File: config.mk
export PLATFORM = sky130hd
export DESIGN_NAME = spi_flag_ctrl
export DESIGN_NICKNAME = d
export VERILOG_FILES = /design/src/rtl/spi_flag_pkg.sv /design/src/rtl/spi_flag_decode.sv /design/src/rtl/spi_flag_cell.sv /design/src/rtl/spi_flag_txhold.sv /design/src/rtl/spi_flag_ctrl.sv
export SDC_FILE = /design/constraint.sdc
export NUM_CORES = 1
export LEC_CHECK = 0
export BUFFER_PORTS_ARGS = -buffer_cell sky130_fd_sc_hd__buf_4
export CAP_MARGIN = 25
export CELL_PAD_IN_SITES_DETAIL_PLACEMENT = 1
export CELL_PAD_IN_SITES_GLOBAL_PLACEMENT = 1
export CORE_MARGIN = 2
export CORE_UTILIZATION = 32
export CTS_BUF_LIST = sky130_fd_sc_hd__clkbuf_4 sky130_fd_sc_hd__clkbuf_8 sky130_fd_sc_hd__clkbuf_16
export DETAILED_ROUTE_END_ITERATION = 7
export GPL_ROUTABILITY_DRIVEN = 0
export GPL_TIMING_DRIVEN = 1
export PLACE_DENSITY_LB_ADDON = 0.1
export SYNTH_ARGS = -nofsm -noshare
export SYNTH_HDL_FRONTEND = slang
export SYNTH_SLANG_ARGS = --single-unit
File: constraint.sdc
create_clock -name clk_i -period 1.7 [get_ports clk_i]
set_input_delay 0.255 -clock clk_i [delete_from_list [all_inputs] [get_ports clk_i]]
set_output_delay 0.255 -clock clk_i [all_outputs]
set_load 0.1 [all_outputs]
File: src/rtl/spi_flag_pkg.sv
package spi_flag_pkg;

    localparam int unsigned NUM_FLAGS = 3;
    localparam int unsigned STAT_W    = 8;

    // flag slots inside the per-flag arrays
    localparam int unsigned FLG_RX = 0;
    localparam int unsigned FLG_TX = 1;
    localparam int unsigned FLG_MF = 2;

    // status byte positions, decoded by software
    localparam int unsigned FLAG_BIT [NUM_FLAGS] = '{7, 5, 4};

    // reset value per slot: only transmit-empty starts set
    localparam logic [NUM_FLAGS-1:0] FLAG_RST = 3'b010;

    typedef struct packed {
        logic flag;
        logic arm;
    } cell_state_t;

    typedef struct packed {
        logic stat_rd;
        logic data_rd;
        logic data_wr;
        logic ctrl1_wr;
    } bus_evt_t;

    typedef struct packed {
        logic       valid;
        logic [7:0] data;
    } hold_state_t;

endpackage

File: src/rtl/spi_flag_decode.sv
module spi_flag_decode
    import spi_flag_pkg::*;
#(
    parameter int unsigned        ADDR_W   = 3,
    parameter logic [ADDR_W-1:0]  A_CTRL1  = 'd0,
    parameter logic [ADDR_W-1:0]  A_STATUS = 'd3,
    parameter logic [ADDR_W-1:0]  A_DATA   = 'd5
) (
    input  logic [ADDR_W-1:0] addr_i,
    input  logic              rd_i,
    input  logic              wr_i,
    output bus_evt_t          evt_o
);

    logic hit_ctrl1;
    logic hit_status;
    logic hit_data;

    always_comb begin
        hit_ctrl1  = (addr_i == A_CTRL1);
        hit_status = (addr_i == A_STATUS);
        hit_data   = (addr_i == A_DATA);

        evt_o          = '0;
        evt_o.stat_rd  = rd_i & hit_status;
        evt_o.data_rd  = rd_i & hit_data;
        evt_o.data_wr  = wr_i & hit_data;
        evt_o.ctrl1_wr = wr_i & hit_ctrl1;
        // status writes decode to nothing: they must leave the flags alone
    end

endmodule

File: src/rtl/spi_flag_cell.sv
module spi_flag_cell
    import spi_flag_pkg::*;
#(
    parameter logic RST_VAL = 1'b0
) (
    input  logic clk_i,
    input  logic rst_ni,
    input  logic capture_i,   // status read: load arm from current flag
    input  logic access_i,    // second-step access for this flag
    input  logic set_i,       // hardware set event
    output logic flag_o,
    output logic clear_o      // armed second step taken this cycle
);

    cell_state_t st_d;
    cell_state_t st_q;

    always_comb begin
        st_d    = st_q;
        clear_o = access_i & st_q.arm;

        if (capture_i) begin
            st_d.arm = st_q.flag;
        end else if (access_i) begin
            st_d.arm = 1'b0;
        end

        if (set_i) begin
            st_d.flag = 1'b1;
        end else if (clear_o) begin
            st_d.flag = 1'b0;
        end
    end

    always_ff @(posedge clk_i or negedge rst_ni) begin
        if (!rst_ni) begin
            st_q.flag <= RST_VAL;
            st_q.arm  <= 1'b0;
        end else begin
            st_q <= st_d;
        end
    end

    assign flag_o = st_q.flag;

endmodule

File: src/rtl/spi_flag_txhold.sv
module spi_flag_txhold
    import spi_flag_pkg::*;
#(
    parameter int unsigned DATA_W = 8
) (
    input  logic              clk_i,
    input  logic              rst_ni,
    input  logic              take_i,
    input  logic [DATA_W-1:0] wdata_i,
    output logic              strobe_o,
    output logic [DATA_W-1:0] data_o
);

    typedef struct packed {
        logic              valid;
        logic [DATA_W-1:0] data;
    } hold_t;

    hold_t hd_d;
    hold_t hd_q;

    always_comb begin
        hd_d       = hd_q;
        hd_d.valid = take_i;
        if (take_i) begin
            hd_d.data = wdata_i;
        end
    end

    always_ff @(posedge clk_i or negedge rst_ni) begin
        if (!rst_ni) begin
            hd_q <= '0;
        end else begin
            hd_q <= hd_d;
        end
    end

    assign strobe_o = hd_q.valid;
    assign data_o   = hd_q.data;

endmodule

File: src/rtl/spi_flag_ctrl.sv
module spi_flag_ctrl
    import spi_flag_pkg::*;
#(
    parameter int unsigned       ADDR_W   = 3,
    parameter int unsigned       DATA_W   = 8,
    parameter logic [ADDR_W-1:0] A_CTRL1  = 'd0,
    parameter logic [ADDR_W-1:0] A_STATUS = 'd3,
    parameter logic [ADDR_W-1:0] A_DATA   = 'd5
) (
    input  logic              clk_i,
    input  logic              rst_ni,
    input  logic [ADDR_W-1:0] bus_addr_i,
    input  logic              bus_rd_i,
    input  logic              bus_wr_i,
    input  logic [DATA_W-1:0] bus_wdata_i,
    input  logic              rx_loaded_i,
    input  logic              tx_taken_i,
    input  logic              ss_n_i,
    input  logic              master_i,
    input  logic              fault_det_en_i,
    input  logic              irq_rx_en_i,
    input  logic              irq_tx_en_i,
    input  logic              irq_fault_en_i,
    output logic [STAT_W-1:0] status_o,
    output logic              tx_accept_o,
    output logic [DATA_W-1:0] tx_data_o,
    output logic              irq_rx_o,
    output logic              irq_tx_o,
    output logic              irq_fault_o
);

    bus_evt_t             evt;
    logic                 fault_hit;
    logic [NUM_FLAGS-1:0] cell_access;
    logic [NUM_FLAGS-1:0] cell_set;
    logic [NUM_FLAGS-1:0] cell_flag;
    logic [NUM_FLAGS-1:0] cell_clear;

    spi_flag_decode #(
        .ADDR_W   (ADDR_W),
        .A_CTRL1  (A_CTRL1),
        .A_STATUS (A_STATUS),
        .A_DATA   (A_DATA)
    ) decode_i (
        .addr_i (bus_addr_i),
        .rd_i   (bus_rd_i),
        .wr_i   (bus_wr_i),
        .evt_o  (evt)
    );

    // slave-select pulled low while driving as master with detection on
    assign fault_hit = master_i & fault_det_en_i & ~ss_n_i;

    always_comb begin
        cell_access         = '0;
        cell_set            = '0;
        cell_access[FLG_RX] = evt.data_rd;
        cell_access[FLG_TX] = evt.data_wr;
        cell_access[FLG_MF] = evt.ctrl1_wr;
        cell_set[FLG_RX]    = rx_loaded_i;
        cell_set[FLG_TX]    = tx_taken_i;
        cell_set[FLG_MF]    = fault_hit;
    end

    for (genvar g = 0; g < NUM_FLAGS; g++) begin : g_cell
        spi_flag_cell #(
            .RST_VAL (FLAG_RST[g])
        ) cell_i (
            .clk_i     (clk_i),
            .rst_ni    (rst_ni),
            .capture_i (evt.stat_rd),
            .access_i  (cell_access[g]),
            .set_i     (cell_set[g]),
            .flag_o    (cell_flag[g]),
            .clear_o   (cell_clear[g])
        );
    end

    spi_flag_txhold #(
        .DATA_W (DATA_W)
    ) txhold_i (
        .clk_i    (clk_i),
        .rst_ni   (rst_ni),
        .take_i   (cell_clear[FLG_TX]),
        .wdata_i  (bus_wdata_i),
        .strobe_o (tx_accept_o),
        .data_o   (tx_data_o)
    );

    always_comb begin
        status_o = '0;
        for (int i = 0; i < int'(NUM_FLAGS); i++) begin
            status_o[FLAG_BIT[i]] = cell_flag[i];
        end
    end

    assign irq_rx_o    = cell_flag[FLG_RX] & irq_rx_en_i;
    assign irq_tx_o    = cell_flag[FLG_TX] & irq_tx_en_i;
    assign irq_fault_o = cell_flag[FLG_MF] & irq_fault_en_i;

endmodule

==> reports/qor.csv <==
metric,value,unit
outcome,completed,
DIE HEIGHT,50.33,um
Crit path required time,1.44,ns
drt drc,0,
DRT Pass-1 Iters,2,
Post-Synth Adder-Cell Area,0,%
nature of the critical path endpoint,primary output,
Total Routing Usage GR,11.50,%
Core Rows,16,
DP HPWL,1.074,mm
Cell Pwr Density,1524,nW/um^2
I/O Pins,43,
multiplexer area fraction after synthesis,13.11,%
CTS buffer count,3,
post-synthesis cell area,686.9,sq um
core area,2002,sq um
initial core utilization,34.31,%
Final Cycle Share,88.70,%
vias in the first global route,493,
Post-CTS Setup Inserts,0,
Final Max Slew Viols,0,
Initial DRC Count,1,
Cells after Synth,56,
initial antenna violation count,0,
RSZ-0062 raised after global routing,no,
total gr overflow,0,
Compound-Gate Fraction of Synth Area,6.557,%
htree depth,1,
IO Port Bufs,37,
Final WS setup,0.1920,ns
R2R setup slack,0.68,ns
"commonest non-fill, non-tap cells in the layout","37 x buf_4, 14 x dfrtp_1, 8 x mux2_2",
Synth Area in XOR/XNOR,0,%
Max Fclk,663.2,MHz
Die Span X,50.33,um
Clock Path Buffers,2,
CP Launch Type,flip-flop,
nets,117,
Syn. warnings,0,
latest clock arrival within the worst-skew pair,0.28,ns
Util after Layout,49.25,%
drt wl/cell,11.06,um
critical path arrival,1.25,ns
largest family of logic cells by synthesized area,simple AND/OR/NAND/NOR gates,
pin count of the biggest net entering global routing,16,
Fin. Hold Viols,0,
area delta synth->final,43.53,%
layout cells sized above 1,58.06,%
CTS tree,built,
Avg Synthesized Cell Area,12.27,sq um
Setup WS pre-CTS,0.4351,ns
Die Area,2533,sq um
Worst-path clk slew,0.09,ns
final antenna-violating net count,0,
Post-Route WL,1.327,mm
fill count,233,
distinct cell type count after synthesis,19,
setup tns final,0,ns
clock skew,0.001742,ns
hold slack,0.1341,ns
critical path type,flip-flop to primary output,
root buf cell,clkbuf_4,
simple-gate share of the synthesized area,14.39,%
crit-path max FO,4,
clk sinks,15,
sequential share of the synthesized area,54.83,%
first-pass GRT wire length,2.097,mm
ant diodes,0,
max_cap viols,0,
leakage power,0.5105,nW
VDD IR max,1111,uV
routed via count,533,
Tmin final,1.508,ns
register bit total from synthesis,15,
"Setup violations, final",0,
via density per instance,4.442,
Hold Crit Class,input port to flip-flop,
"commonest non-fill, non-tap cell in the layout",buf_4,
[metal layers]
layer	GRT usage (%)	routed length, um
met1	12.36	536
met2	19.08	658
met3	5.357	123
met4	5.405	9
met5	0	0
[through the flow]
step / area (sq um) / cells / total power, mW
final: 985.9 / 120 / 1.502
after global routing: 985.9 / 120 / 1.570
after CTS: 985.9 / 120 / 1.524
after detailed placement: 948.4 / 115 / 1.312
after global placement: 948.4 / 115 / 1.304
after floorplan: 701.9 / 60 / 1.142
[timing repair]
action / 4_1_cts / 5_1_grt
gates resized for setup: 0 / 0
hold buffers: 1 / 0
hold endpoints to repair: 14 / 0
[synthesized netlist by cell type (all sizes together)]
cell type  instances  area [sq um]
and2               3         18.77
a21o               1         8.760
nand4b             1         8.760
nand2b             1         6.260
buf                9         65.06
and4b              2         22.52
nor2               2         7.510
inv                2         7.510
a22o               2         17.52
conb               1         3.750
nand2              5         26.27
mux2               8         90.09
o2bb2ai            1         8.760
nor4b              1         8.760
dfstp              1         26.28
dfrtp             14         350.3
o21ai              2         10.01
[layout make-up]
type / instances / area, sq um / share of cell area (%)
well taps: 27 / 33.78 / 3.426
repair buffers: 38 / 287.8 / 29.19
multi-input cells: 34 / 252.7 / 25.63
clock inverters: 1 / 5.005 / 0.5076
flip-flops and latches: 15 / 376.6 / 38.20
clock buffers: 3 / 22.52 / 2.284
inverters: 2 / 7.507 / 0.7614
[final timing paths]
check,from,endpoint,depth (start not counted)
worst max-delay path,g_cell[1].cell_i.flag_o$_DFFE_PN1P_,irq_tx_o,2
worst min-delay path,ss_n_i,g_cell[2].cell_i.flag_o$_DFFE_PN0P_,2
max in group asynchronous,rst_ni,g_cell[1].cell_i.flag_o$_DFFE_PN1P_,2
worst max register to register,g_cell[1].cell_i.st_q[0]$_DFFE_PN0P_,txhold_i.data_o[7]$_DFFE_PN0P_,2
min in group asynchronous,rst_ni,g_cell[0].cell_i.flag_o$_DFFE_PN0P_,2
worst min register to register,txhold_i.data_o[2]$_DFFE_PN0P_,txhold_i.data_o[2]$_DFFE_PN0P_,1
[worst max-delay path: stages (launching register included)]
cell and delay [ns]:
dfstp_2 0.56, and2_1 0.12, buf_4 0.28
[kinds of logic after synthesis]
logic type | count (synthesis)
AO/OA/AOI/OAI | 6
other | 1
flip-flops | 15
multiplexers | 8
AND/OR/NAND/NOR | 15
buffers and inverters | 11
[state kept, by name (all words and copies together), names as in the netlist]
signal / cells
txhold_i.data_o: 8
g_cell.cell_i.flag_o: 3
g_cell.cell_i.st_q: 3
txhold_i.strobe_o: 1
[report_power, final]
part	leakage (nW)	internal (mW)	total (mW)	switching [mW]
clock network	0.0177	0.0875	0.203	0.116
logic	0.311	0.183	0.823	0.639
registers	0.182	0.435	0.477	0.0421
total	0.511	0.705	1.50	0.797
No activity file was read; power rests on OpenSTA's default activity.
